===== src/rtl/seq_pkg.sv =====
package seq_pkg;

  typedef enum logic [3:0] {
    ST_OFF,
    ST_STBY,
    ST_OSC_ON,
    ST_HWRST,
    ST_INTRST,
    ST_OSC_RE,
    ST_INIT,
    ST_SLEEP,
    ST_WAKE,
    ST_DSPRST,
    ST_RUN,
    ST_FAULT
  } seq_state_e;

  typedef struct packed {
    logic standby_en;
    logic ctrl_pwr_en;
    logic osc_en;
    logic hw_rst_n;
    logic ctrl_rst_n;
    logic dsp_rst_n;
    logic asleep;
    logic boot_go;
    logic fault;
  } seq_out_t;

  function automatic int imax(input int a, input int b);
    return (a > b) ? a : b;
  endfunction

endpackage


===== src/rtl/seq_tick_timer.sv =====
// Counts enable strobes since the last clear; saturates at all ones.
module seq_tick_timer #(
  parameter int W = 8
) (
  input  logic         clk,
  input  logic         rst_n,
  input  logic         clr,
  input  logic         step,
  output logic [W-1:0] cnt
);

  logic [W-1:0] cnt_d;

  always_comb begin
    cnt_d = cnt;
    if (clr) begin
      cnt_d = '0;
    end else if (step && (cnt != {W{1'b1}})) begin
      cnt_d = cnt + 1'b1;
    end
  end

  always_ff @(posedge clk or negedge rst_n) begin
    if (!rst_n) begin
      cnt <= '0;
    end else begin
      cnt <= cnt_d;
    end
  end

endmodule


===== src/rtl/seq_key_filter.sv =====
// Accepts the key once it has been sampled high on SAMPLES consecutive ticks.
module seq_key_filter #(
  parameter int SAMPLES = 32
) (
  input  logic clk,
  input  logic rst_n,
  input  logic en,
  input  logic sample,
  input  logic key,
  output logic accepted
);

  localparam int KW = $clog2(SAMPLES + 1);
  localparam logic [KW-1:0] FULL = KW'(SAMPLES);

  logic [KW-1:0] run_q, run_d;

  always_comb begin
    run_d = run_q;
    if (!en) begin
      run_d = '0;
    end else if (sample) begin
      if (!key) begin
        run_d = '0;
      end else if (run_q != FULL) begin
        run_d = run_q + 1'b1;
      end
    end
  end

  always_ff @(posedge clk or negedge rst_n) begin
    if (!rst_n) begin
      run_q <= '0;
    end else begin
      run_q <= run_d;
    end
  end

  assign accepted = en && (run_q == FULL);

endmodule


===== src/rtl/seq_fsm.sv =====
module seq_fsm
  import seq_pkg::*;
#(
  parameter int TW            = 8,
  parameter int DW            = 11,
  parameter int STBY_TICKS    = 8,
  parameter int OSC_TMO_TICKS = 64,
  parameter int HWRST_TICKS   = 16,
  parameter int INTRST_TICKS  = 4,
  parameter int INIT_TICKS    = 8,
  parameter int DSP_CYCLES    = 1024
) (
  input  logic          clk,
  input  logic          rst_n,
  input  logic          pwr_ok,
  input  logic          slow_tick,
  input  logic          main_tick,
  input  logic          osc_ready,
  input  logic          key_ok,
  input  logic [TW-1:0] slow_cnt,
  input  logic [DW-1:0] main_cnt,
  output seq_state_e    state_q,
  output logic          restart
);

  localparam logic [TW-1:0] STBY_LAST   = TW'(STBY_TICKS - 1);
  localparam logic [TW-1:0] TMO_LAST    = TW'(OSC_TMO_TICKS - 1);
  localparam logic [TW-1:0] HWRST_LAST  = TW'(HWRST_TICKS - 1);
  localparam logic [TW-1:0] INTRST_LAST = TW'(INTRST_TICKS - 1);
  localparam logic [TW-1:0] INIT_LAST   = TW'(INIT_TICKS - 1);
  localparam logic [DW-1:0] DSP_LAST    = DW'(DSP_CYCLES - 1);

  seq_state_e state_d;

  // Shared crystal wait: ready wins over a timeout on the same tick.
  function automatic seq_state_e osc_wait(input seq_state_e cur, input seq_state_e nxt,
                                          input logic tick, input logic rdy,
                                          input logic [TW-1:0] cnt);
    seq_state_e r;
    r = cur;
    if (tick) begin
      if (rdy) begin
        r = nxt;
      end else if (cnt == TMO_LAST) begin
        r = ST_FAULT;
      end
    end
    return r;
  endfunction

  always_comb begin
    state_d = state_q;
    if (!pwr_ok) begin
      state_d = ST_OFF;
    end else begin
      unique case (state_q)
        ST_OFF:    state_d = ST_STBY;
        ST_STBY:   if (slow_tick && slow_cnt == STBY_LAST) state_d = ST_OSC_ON;
        ST_OSC_ON: state_d = osc_wait(ST_OSC_ON, ST_HWRST, slow_tick, osc_ready, slow_cnt);
        ST_HWRST:  if (slow_tick && slow_cnt == HWRST_LAST) state_d = ST_INTRST;
        ST_INTRST: if (slow_tick && slow_cnt == INTRST_LAST) state_d = ST_OSC_RE;
        ST_OSC_RE: state_d = osc_wait(ST_OSC_RE, ST_INIT, slow_tick, osc_ready, slow_cnt);
        ST_INIT:   if (slow_tick && slow_cnt == INIT_LAST) state_d = ST_SLEEP;
        ST_SLEEP:  if (key_ok) state_d = ST_WAKE;
        ST_WAKE:   state_d = osc_wait(ST_WAKE, ST_DSPRST, slow_tick, osc_ready, slow_cnt);
        ST_DSPRST: if (main_tick && main_cnt == DSP_LAST) state_d = ST_RUN;
        ST_RUN:    state_d = ST_RUN;
        ST_FAULT:  state_d = ST_FAULT;
        default:   state_d = ST_OFF;
      endcase
    end
  end

  assign restart = (state_d != state_q);

  always_ff @(posedge clk or negedge rst_n) begin
    if (!rst_n) begin
      state_q <= ST_OFF;
    end else begin
      state_q <= state_d;
    end
  end

endmodule


===== src/rtl/seq_outdec.sv =====
module seq_outdec
  import seq_pkg::*;
(
  input  seq_state_e state,
  output seq_out_t   outs
);

  always_comb begin
    outs = '0;
    unique case (state)
      ST_OFF: begin
        outs = '0;
      end
      ST_STBY: begin
        outs.standby_en = 1'b1;
      end
      ST_OSC_ON: begin
        outs.standby_en  = 1'b1;
        outs.ctrl_pwr_en = 1'b1;
        outs.osc_en      = 1'b1;
        outs.hw_rst_n    = 1'b1;
      end
      ST_HWRST, ST_INTRST: begin
        outs.standby_en  = 1'b1;
        outs.ctrl_pwr_en = 1'b1;
        outs.hw_rst_n    = (state == ST_INTRST);
      end
      ST_OSC_RE, ST_INIT, ST_WAKE, ST_DSPRST: begin
        outs.standby_en  = 1'b1;
        outs.ctrl_pwr_en = 1'b1;
        outs.osc_en      = 1'b1;
        outs.hw_rst_n    = 1'b1;
        outs.ctrl_rst_n  = 1'b1;
      end
      ST_SLEEP: begin
        outs.standby_en  = 1'b1;
        outs.ctrl_pwr_en = 1'b1;
        outs.hw_rst_n    = 1'b1;
        outs.ctrl_rst_n  = 1'b1;
        outs.asleep      = 1'b1;
      end
      ST_RUN: begin
        outs.standby_en  = 1'b1;
        outs.ctrl_pwr_en = 1'b1;
        outs.osc_en      = 1'b1;
        outs.hw_rst_n    = 1'b1;
        outs.ctrl_rst_n  = 1'b1;
        outs.dsp_rst_n   = 1'b1;
        outs.boot_go     = 1'b1;
      end
      ST_FAULT: begin
        outs.standby_en  = 1'b1;
        outs.ctrl_pwr_en = 1'b1;
        outs.hw_rst_n    = 1'b1;
        outs.fault       = 1'b1;
      end
      default: outs = '0;
    endcase
  end

endmodule


===== src/rtl/pwr_wake_seq.sv =====
module pwr_wake_seq
  import seq_pkg::*;
#(
  parameter int STBY_TICKS    = 8,
  parameter int OSC_TMO_TICKS = 64,
  parameter int HWRST_TICKS   = 16,
  parameter int INTRST_TICKS  = 4,
  parameter int INIT_TICKS    = 8,
  parameter int KEY_SAMPLES   = 32,
  parameter int DSP_CYCLES    = 1024
) (
  input  logic clk,
  input  logic rst_n,
  input  logic slow_tick,
  input  logic main_tick,
  input  logic adapter_ok,
  input  logic battery_ok,
  input  logic pwr_key,
  input  logic osc_ready,
  output logic standby_en,
  output logic ctrl_pwr_en,
  output logic osc_en,
  output logic hw_rst_n,
  output logic ctrl_rst_n,
  output logic dsp_rst_n,
  output logic asleep,
  output logic boot_go,
  output logic fault
);

  localparam int SLOW_MAX = imax(imax(imax(STBY_TICKS, OSC_TMO_TICKS),
                                      imax(HWRST_TICKS, INTRST_TICKS)), INIT_TICKS);
  localparam int TW = $clog2(SLOW_MAX) + 1;
  localparam int DW = $clog2(DSP_CYCLES) + 1;

  seq_state_e    state_q;
  seq_out_t      outs;
  logic          restart;
  logic          key_accept;
  logic          pwr_ok;
  logic [TW-1:0] slow_cnt;
  logic [DW-1:0] main_cnt;

  assign pwr_ok = adapter_ok | battery_ok;

  seq_tick_timer #(.W(TW)) u_slow_timer (
    .clk   (clk),
    .rst_n (rst_n),
    .clr   (restart),
    .step  (slow_tick),
    .cnt   (slow_cnt)
  );

  seq_tick_timer #(.W(DW)) u_main_timer (
    .clk   (clk),
    .rst_n (rst_n),
    .clr   (restart),
    .step  (main_tick),
    .cnt   (main_cnt)
  );

  seq_key_filter #(.SAMPLES(KEY_SAMPLES)) u_key (
    .clk      (clk),
    .rst_n    (rst_n),
    .en       (outs.asleep),
    .sample   (slow_tick),
    .key      (pwr_key),
    .accepted (key_accept)
  );

  seq_fsm #(
    .TW            (TW),
    .DW            (DW),
    .STBY_TICKS    (STBY_TICKS),
    .OSC_TMO_TICKS (OSC_TMO_TICKS),
    .HWRST_TICKS   (HWRST_TICKS),
    .INTRST_TICKS  (INTRST_TICKS),
    .INIT_TICKS    (INIT_TICKS),
    .DSP_CYCLES    (DSP_CYCLES)
  ) u_fsm (
    .clk       (clk),
    .rst_n     (rst_n),
    .pwr_ok    (pwr_ok),
    .slow_tick (slow_tick),
    .main_tick (main_tick),
    .osc_ready (osc_ready),
    .key_ok    (key_accept),
    .slow_cnt  (slow_cnt),
    .main_cnt  (main_cnt),
    .state_q   (state_q),
    .restart   (restart)
  );

  seq_outdec u_dec (
    .state (state_q),
    .outs  (outs)
  );

  assign standby_en  = outs.standby_en;
  assign ctrl_pwr_en = outs.ctrl_pwr_en;
  assign osc_en      = outs.osc_en;
  assign hw_rst_n    = outs.hw_rst_n;
  assign ctrl_rst_n  = outs.ctrl_rst_n;
  assign dsp_rst_n   = outs.dsp_rst_n;
  assign asleep      = outs.asleep;
  assign boot_go     = outs.boot_go;
  assign fault       = outs.fault;

endmodule


===== config.mk =====
export PLATFORM = sky130hd
export DESIGN_NAME = pwr_wake_seq
export DESIGN_NICKNAME = d
export VERILOG_FILES = /design/src/rtl/seq_pkg.sv /design/src/rtl/seq_tick_timer.sv /design/src/rtl/seq_key_filter.sv /design/src/rtl/seq_fsm.sv /design/src/rtl/seq_outdec.sv /design/src/rtl/pwr_wake_seq.sv
export SDC_FILE = /design/constraint.sdc
export NUM_CORES = 1
export LEC_CHECK = 0
export ABC_CLOCK_PERIOD_IN_PS = 2900
export BUFFER_PORTS_ARGS = -buffer_cell sky130_fd_sc_hd__buf_2
export CORE_ASPECT_RATIO = 1.4
export CORE_MARGIN = 2
export CORE_UTILIZATION = 55
export DETAILED_ROUTE_END_ITERATION = 7
export PLACE_DENSITY_LB_ADDON = 0.2
export SLEW_MARGIN = 20
export SYNTH_ARGS = -nofsm -noshare
export SYNTH_HDL_FRONTEND = slang
export SYNTH_SLANG_ARGS = --single-unit

===== constraint.sdc =====
create_clock -name clk -period 2.9 [get_ports clk]
set_clock_uncertainty 0.2 [all_clocks]
set_input_delay 0.435 -clock clk [delete_from_list [all_inputs] [get_ports clk]]
set_output_delay 0.435 -clock clk [all_outputs]
set_load 0.02 [all_outputs]

==> results of run 1 <==
critical path, stage by stage (launching register included):
cell and delay (ns):
dfrtp_1 0.44, ha_1 0.25, and4_2 0.28, a311oi_4 0.34, a221oi_1 0.10, nor3_1 0.33
nand3_4 0.31, nor4_1 0.34
cells in the final DEF (no fill, tap or decap), types with 2 or more instances in the layout:
| master | instances |
|---|---|
| and4_1 | 3 |
| a21oi_1 | 10 |
| nor4_1 | 2 |
| nand2b_1 | 4 |
| nor3_1 | 15 |
| nand2_1 | 19 |
| o31ai_1 | 4 |
| buf_2 | 16 |
| o21a_1 | 2 |
| nand3b_1 | 2 |
| nor2b_1 | 3 |
| nor3_2 | 9 |
| o21ai_0 | 11 |
| a31oi_1 | 2 |
| mux2i_1 | 3 |
| nor4b_4 | 2 |
| and4_2 | 2 |
| nand3_1 | 9 |
| nand4b_1 | 2 |
| and2_1 | 3 |
| dfrtp_1 | 28 |
| and3_1 | 8 |
| a211oi_1 | 4 |
| nor2_1 | 24 |
| inv_1 | 7 |
| ha_1 | 5 |
| xor2_1 | 7 |
| buf_4 | 7 |
| clkbuf_8 | 4 |
| nand4_1 | 8 |
| and3b_1 | 2 |
| xnor2_1 | 6 |
| or2_2 | 2 |
timing repair:
action                    4_1_cts  5_1_grt
hold buffers                    1        0
hold endpoints to repair       28        0
buffers inserted                0        0
final timing paths:
kind / start / to / cells past startpoint
setup / recovery: u_slow_timer.cnt[0] / u_slow_timer.cnt[4] / 7
hold / removal: u_key.run_q[5] / u_key.run_q[5] / 2
setup reg to reg: u_slow_timer.cnt[0] / u_slow_timer.cnt[4] / 7
hold reg to reg: u_key.run_q[5] / u_key.run_q[5] / 2
max in group asynchronous: rst_n / u_key.run_q[4] / 2
min in group asynchronous: rst_n / u_main_timer.cnt[7] / 2
logic make-up (layout without fill, tap and decap cells):
| group | count (synthesis) | after routing | synth area share [%] |
|---|---|---|---|
| AOI/OAI and AO/OA | 44 | 44 | 14.39 |
| xor gates and xnor gates | 13 | 13 | 5.410 |
| adders and majority gates | 5 | 5 | 2.973 |
| buffers and inverters | 17 | 36 | 4.697 |
| DFF | 28 | 28 | 33.29 |
| muxes | 5 | 5 | 2.794 |
| and+or+nand+nor | 125 | 125 | 36.45 |
through the flow:
step,setup slack (ns),instances
2_1_floorplan,0.3667,237
3_3_place_gp,0.2956,293
3_5_place_dp,0.2206,293
4_1_cts,0.2008,298
5_1_grt,0.02002,298
6_report,0.2146,298
flip-flops by register name, indices dropped and copies added, names as in the netlist:
name	flops
u_fsm.state_q	4
u_key.run_q	6
u_main_timer.cnt	11
u_slow_timer.cnt	7
where the power goes:
part / internal, µW / leakage, µW / switching (µW)
sequential: 414 / 0.000385 / 42.0
clock: 122 / 0.0000288 / 117
combinational: 89.5 / 0.000562 / 115
per-layer routing:
metal	track usage [%]	routed length [µm]
met5	0	0
met4	11.90	129
met3	2.530	109
met2	36.12	2164
met1	29.57	2049
final cells by class:
type	instances	area, µm²
multi-input combinational	192	1305
clock buffer	4	55.05
sequential	28	700.7
inverter	7	26.28
fill	333	1374
timing repair buffer	25	162.7
tap	42	52.55
==> run_results.csv, run 1 <==
group,metric,value,unit
place,placed_area,2237,µm²
sta,rsz0062_at_grt,"no",
global_routing,grt_pass1_vias,1792,
synthesis,synth_top_cell_by_area,"dfrtp_1",
clock_network,clkLatencyLatePin,0.27,ns
sta,fmax,372.4,MHz
outcome,status,"finished clean",
sta,tightest_slew,0.6315,ns
critical_path,critPathKind,"reg2reg",
floorplanning,fp.dieW,56.28,µm
layout,fin_util,62.63,%
synthesis,yosys-top-cells-count,"dfrtp_1, nor2_1, nand2_1, nor3_1, o21ai_0",
floorplanning,io_pins,17,
clock_network,cts-root-buf,"clkbuf_8",
global_routing,gr-total-overflow,0,
place,portBuffers,16,
synthesis,ys_async_sr_fraction,100.0,%
critical_path,cp_max_fo,18,
clock_network,h-tree-depth,1,
hold_path,hold_class,"reg2reg",
pwr,total_power,899.6,µW
synthesis,synth_edf_count,0,
synthesis,synth_ff_type,"dfrtp_1",
place,dpl.hpwl,3.303,mm
drt,drt-initial-drc-count,59,
layout,num_antenna_cells,0,
layout,areaGrowthSynthToFinish,9.394,%
global_routing,antenna_found_initial,0,
layout,drive_gt1_share,19.14,%
floorplanning,start_util,57.25,%
synthesis,synth_area_leaders,"dfrtp_1, nor3_2, nor2_1",
pwr,ir_drop,0.0002970,V
critical_path,critPathLaunchType,"register",
clock_network,cts_buffers,3,
sta,hold_slack,0.3633,ns
clock_network,cts_tree,"built",
global_routing,grt_usage,22.54,%
drt,drt_pass1_iterations,4,
flow_run,cap_violations,0,
critical_path,critPathArrivalTime,2.67,ns
sta,fin_tns_setup,0,ns
drt,final_antenna_net_count,0,
synthesis,synthCells,237,
sta,min_period,2.685,ns
synthesis,syn_area_per_cell,8.880,µm²
drt,drc,0,
clock_network,cts.sinks,28,
synthesis,yosysWarningCount,0,
drt,vias,1838,
sta,relSlewSlack,57.90,%
synthesis,syn-cell-area,2105,µm²
floorplanning,dieArea,4344,µm²
synthesis,yosys.area.top_type_share,33.29,%
drt,wl,4.452,mm
drt,vias_per_cell,6.168,
floorplanning,core-area,3676,µm²
place,globalplace.congestion,0.8935,
floorplanning,die-height,77.19,µm
clock_network,clk_pin_slew,0.09,ns
synthesis,synth-seq-cells,28,
synthesis,synth_nets,250,
critical_path,crit_path_end_kind,"register",
sta,final-hold-violation-count,0,
floorplanning,rows,26,
critical_path,ff2ff_setup_slack,0.21,ns
drt,wire_per_inst,14.94,µm
pwr,power.leakage,0.0009759,µW
pwr,power_density,390.7,nW/µm²
synthesis,ys_types,54,
sta,finalSetupViolations,0,
clock_network,cts_max_path_buffers,2,
layout,nNetsFinal,270,
sta,period_share,92.60,%
sta,slew_viol_final,0,
synthesis,synth-seq-area-share,33.29,%
global_routing,grt_pass1_wl,7.886,mm
global_routing,grt_start_max_net_pins,29,
layout,fin_area,2302,µm²
critical_path,cp_data_required_time,2.88,ns
clock_network,cts_resized,0,
synthesis,yosysMostFrequentCell,"dfrtp_1",
(Power assumes the default switching activity.)
==> run 2, diff against run 1 <==
Settings changed: CORE_ASPECT_RATIO 1.4 to 0.7, TNS_END_PERCENT set to 20.
==> run_results.csv, run 2 (synthesized netlist as in run 1, its figures left out) <==
group,metric,value,unit
sta,min_period,2.602,ns
sta,relSlewSlack,58.78,%
hold_path,min_from,"u_key.run_q[5]",
sta,final-hold-violation-count,0,
critical_path,r2r-start,"u_slow_timer.cnt[0]",
global_routing,grt_start_max_net_pins,29,
place,portBuffers,16,
layout,top_regs,"u_main_timer.cnt x11, u_slow_timer.cnt x7, u_key.run_q x6",
critical_path,crit_path_end_kind,"register",
clock_network,clk_pin_slew,0.09,ns
clock_network,cts-root-buf,"clkbuf_8",
layout,largest_register_ffs,11,
pwr,p_clk_share,26.8,%
global_routing,grt_usage,22.43,%
global_routing,gr-total-overflow,0,
sta,tightest_slew,0.6183,ns
pwr,power.switching,285.2,µW
place,dpl.hpwl,3.471,mm
outcome,status,"finished clean",
pwr,ir_drop,0.0002893,V
pwr,swShare,31.20,%
layout,nFillCells,330,
drt,wire_per_inst,15.04,µm
sta,fmax,384.3,MHz
layout,multi_input_area,1305,µm²
global_routing,grt_pass1_vias,1678,
drt,drt-initial-drc-count,171,
critical_path,ff2ff_setup_slack,0.30,ns
layout,regMostFlops,"u_main_timer.cnt",
critical_path,worstSetupStartpoint,"u_slow_timer.cnt[0]",
floorplanning,core-area,3603,µm²
critical_path,cp_data_required_time,2.90,ns
drt,vias_per_cell,5.961,
pwr,internal_power,628.8,µW
drt,wl,4.602,mm
sta,slew_viol_final,0,
clock_network,h-tree-depth,1,
clock_network,cts_buffers,3,
layout,final_common_cell,"dfrtp_1",
sta,fin_tns_setup,0,ns
floorplanning,start_util,58.40,%
floorplanning,fp.dieW,77.94,µm
layout,nNetsFinal,270,
pwr,power_density,393.2,nW/µm²
floorplanning,rows,18,
floorplanning,dieArea,4345,µm²
layout,drive_gt1_share,19.14,%
sta,rsz0062_at_grt,"no",
drt,final_antenna_net_count,0,
global_routing,grt_pass1_wl,7.824,mm
clock_network,cts_max_path_buffers,2,
global_routing,antenna_found_initial,0,
sta,finalSetupViolations,0,
floorplanning,die-height,55.76,µm
pwr,power.leakage,0.0009806,µW
drt,vias,1824,
layout,final_cell_mix,"dfrtp_1, nor2_1, nand2_1, buf_2, nor3_1",
pwr,power_frac_seq,50.0,%
layout,register_area,700.7,µm²
critical_path,critPathLaunchType,"register",
critical_path,cp_max_fo,11,
floorplanning,io_pins,17,
clock_network,cts.sinks,28,
critical_path,critPathArrivalTime,2.60,ns
critical_path,critPathKind,"reg2reg",
hold_path,hold_class,"reg2reg",
clock_network,cts_resized,0,
drt,drt_pass1_iterations,4,
layout,num_antenna_cells,0,
flow_run,cap_violations,0,
layout,areaGrowthSynthToFinish,10.46,%
sta,hold_slack,0.3707,ns
clock_network,clkLatencyLatePin,0.29,ns
drt,drc,0,
pwr,combPwrFrac,23.3,%
place,globalplace.congestion,0.8888,
clock_network,cts_tree,"built",
sta,period_share,89.73,%
[run 2: cell count changes in the layout (fill, tap and decap cells not counted)]
| cell | delta |
|---|---|
| buf_12 | +1 |
| buf_4 | -1 |
[run 2: worst max-delay path, stage by stage (launching register included)]
cell      delay [ns]
dfrtp_1         0.44
ha_1            0.25
and4_2          0.28
a311oi_4        0.36
a221oi_1        0.10
nor3_1          0.37
nand3_4         0.16
buf_12          0.19
nor3_1          0.17
[run 2: through the flow]
stage          worst slack [ns]  std cells  area (µm²)  util [%]  total power [µW]
5_1_grt                  0.1729        306        2325     64.51             961.2
3_5_place_dp             0.1998        299        2232     61.94             665.6
2_1_floorplan            0.3667        237        2105         -             606.7
6_report                 0.2979        306        2325     64.51             914.0
3_3_place_gp             0.2928        299        2232     61.94             657.2
4_1_cts                  0.1516        304        2297     63.75             908.8
[run 2: final timing paths]
| kind | end | cells past startpoint |
|---|---|---|
| worst max register to register | u_slow_timer.cnt[0] | 8 |
| worst min-delay path | u_key.run_q[5] | 2 |
| worst max-delay path | u_slow_timer.cnt[0] | 8 |
| worst min register to register | u_key.run_q[5] | 2 |
| min in group asynchronous | u_key.run_q[1] | 2 |
| max in group asynchronous | u_slow_timer.cnt[2] | 2 |
[run 2: cell type report]
class | instances | area share, %
repair buffers | 25 | 7.535
well taps | 50 | 2.691
clock buffers | 4 | 2.368
flip-flops and latches | 28 | 30.14
inverters | 7 | 1.130
multi-input cells | 192 | 56.14
[run 2: layer usage]
metal | GRT usage [%] | up-vias | wire (µm)
met1 | 34.26 | 855 | 2363
met2 | 32.39 | 48 | 1917
met5 | 0 | - | 0
li1 | - | 915 | -
met3 | 5.195 | 6 | 284
met4 | 4.511 | 0 | 37
[run 2: power by group through the flow]
stage          clock network, µW  logic (µW)  registers [µW]
2_1_floorplan                  0         161             446
3_5_place_dp                   0         203             463
3_3_place_gp                   0         198             460
4_1_cts                      249         205             455
5_1_grt                      266         233             463
6_report                     245         213             457
[run 2: timing repair]
item,in CTS,in global routing
hold buffers,1,0
buffers inserted,0,2
endpoints found under the setup margin,0,1
hold endpoints to repair,28,0
==> run 3, diff against run 2 <==
Settings changed: CORE_MARGIN 2 to not set, SETUP_SLACK_MARGIN set to 0.3.
==> run_results.csv, run 3 (synthesized netlist as in run 1, its figures left out) <==
group,metric,value,unit
floorplanning,start_util,58.77,%
pwr,ir_drop,0.0002667,V
critical_path,max_stage_delay,0.57,ns
critical_path,r2r_end,"u_slow_timer.cnt[3]",
global_routing,grt_pass1_vias,1643,
floorplanning,rows,18,
sta,final-hold-violation-count,0,
global_routing,grtUsageMet1,38.08,%
drt,vias_per_cell,6.213,
pwr,power.switching,326.8,µW
place,portBuffers,16,
hold_path,min_from,"pwr_key",
layout,num_antenna_cells,0,
layout,register_area,701.9,µm²
clock_network,cts_buffers,3,
layout,instances_no_fill,314,
clock_network,cts_max_path_buffers,2,
sta,period_share,90.59,%
sta,tightest_slew,0.6340,ns
sta,finalSetupViolations,0,
critical_path,cp_data_required_time,2.88,ns
drt,drt-initial-drc-count,238,
floorplanning,core-area,3581,µm²
place,dpl.hpwl,3.441,mm
sta,rsz0062_at_grt,"yes",
layout,multi_input_area,1338,µm²
floorplanning,die-height,53.76,µm
sta,slew_viol_final,0,
layout,top_regs,"u_main_timer.cnt x11, u_slow_timer.cnt x7, u_key.run_q x6",
layout,nNetsFinal,278,
layout,fin_area,2456,µm²
place,place.detailed.instances,300,
flow_run,cap_violations,0,
sta,relSlewSlack,57.73,%
layout,regMostFlops,"u_main_timer.cnt",
drt,final_antenna_net_count,0,
layout,areaGrowthSynthToFinish,16.71,%
critical_path,cp_max_fo,10,
critical_path,critPathArrivalTime,2.61,ns
clock_network,clk_pin_slew,0.10,ns
critical_path,crit_path_top_delay_cell,"or4b_1",
global_routing,grt_start_max_net_pins,29,
drt,vias,1951,
place,post-place-ws,0.2119,ns
pwr,internal_power,743.6,µW
drt,wl,5.154,mm
place,placed_area,2240,µm²
layout,largest_register_ffs,11,
layout,nFillCells,282,
outcome,status,"finished clean",
pwr,power.leakage,0.001036,µW
critical_path,critPathLaunchType,"register",
clock_network,cts_tree,"built",
global_routing,grt_usage,25.75,%
sta,fin_tns_setup,0,ns
pwr,swShare,30.53,%
hold_path,hold_class,"in2reg",
clock_network,cts.sinks,28,
critical_path,reg2reg_depth,7,
layout,final_common_cell,"dfrtp_1",
clock_network,h-tree-depth,1,
sta,hold_slack,0.3515,ns
critical_path,ff2ff_setup_slack,0.27,ns
global_routing,antenna_found_initial,0,
global_routing,gr-max-usage-layer,"met2",
floorplanning,io_pins,17,
drt,drt_pass1_iterations,5,
hold_path,min_to,"u_key.run_q[5]",
pwr,power_frac_seq,43.0,%
pwr,combPwrFrac,26.7,%
drt,wire_per_inst,16.41,µm
critical_path,critPathKind,"reg2reg",
layout,drive_gt1_share,23.11,%
drt,drc,0,
global_routing,grt_pass1_wl,8.128,mm
global_routing,gr-usage-met3,3.898,%
global_routing,gr-total-overflow,0,
place,globalplace.congestion,0.9013,
clock_network,clkLatencyLatePin,0.29,ns
floorplanning,dieArea,4082,µm²
clock_network,cts-root-buf,"clkbuf_8",
layout,final_cell_mix,"dfrtp_1, nor2_1, nand2_1, buf_2, nor3_1",
critical_path,crit_path_end_kind,"register",
hold_path,holdPathStages,5,
sta,min_period,2.627,ns
floorplanning,fp.dieW,75.94,µm
sta,finalWorstSetupSlack,0.2728,ns
pwr,p_clk_share,30.3,%
sta,fmax,380.6,MHz
global_routing,use_met2,39.70,%
pwr,power_density,435.8,nW/µm²
critical_path,r2r-start,"u_fsm.state_q[0]",
critical_path,path_cells,"or4b_1 -> a2111o_1 -> a221oi_1 -> nor3_2 -> nand3_4 -> buf_12 -> nor3_1",
==> run 3: worst max path at each step <==
stage                              from             endpoint  slack [ns]  cells after the start
finish                 u_fsm.state_q[0]  u_slow_timer.cnt[3]        0.27                      7
global route        u_slow_timer.cnt[1]  u_main_timer.cnt[4]        0.19                      8
detailed placement  u_slow_timer.cnt[0]  u_slow_timer.cnt[4]        0.21                      7
floorplan           u_slow_timer.cnt[0]  u_main_timer.cnt[2]        0.37                      8
global placement    u_slow_timer.cnt[0]  u_slow_timer.cnt[4]        0.29                      7
CTS                 u_slow_timer.cnt[0]  u_slow_timer.cnt[2]        0.32                      8
==> run 3: power groups by stage <==
| stage | sequential [µW] | clock [µW] | combinational (µW) |
|---|---|---|---|
| after floorplan | 446 | 0 | 161 |
| after global placement | 461 | 0 | 198 |
| after detailed placement | 464 | 0 | 202 |
| after CTS | 456 | 325 | 213 |
| after global routing | 465 | 338 | 308 |
| final | 461 | 324 | 286 |
==> run 3: what timing repair did <==
action	in CTS	in global routing
setup buffers	3	4
endpoints found under the setup margin	18	18
gates resized for setup	0	7
cloned	0	2
hold buffers	1	0
pin swaps	1	3
hold endpoints to repair	28	0
==> run 3: metrics by stage <==
step           utilization (%)  total power (µW)
3_3_place_gp             62.54             659.3
2_1_floorplan                -             606.7
4_1_cts                  65.79             993.8
6_report                 68.59              1070
5_1_grt                  68.59              1111
3_5_place_dp             62.54             665.5
==> run 3: layer usage <==
metal / routed length (µm) / vias to the layer above
met5: 0 / -
met4: 110 / 0
met3: 284 / 14
met2: 2170 / 84
met1: 2588 / 927
li1: - / 926
==> run 3: critical path, delay by kind of cell (launching register included) <==
family	cells	cell delay (ns)
DFF	1	0.52
AOI/OAI and AO/OA	2	0.75
buffers and inverters	1	0.16
and+or+nand+nor	4	0.90
==> run 3: area by class of cell <==
type                       count  area share (%)
timing repair buffer          33           10.44
inverter                       7           1.070
clock inverter                 1           1.223
multi-input combinational    192           54.46
tap                           50           2.547
sequential                    28           28.58
clock buffer                   3           1.681
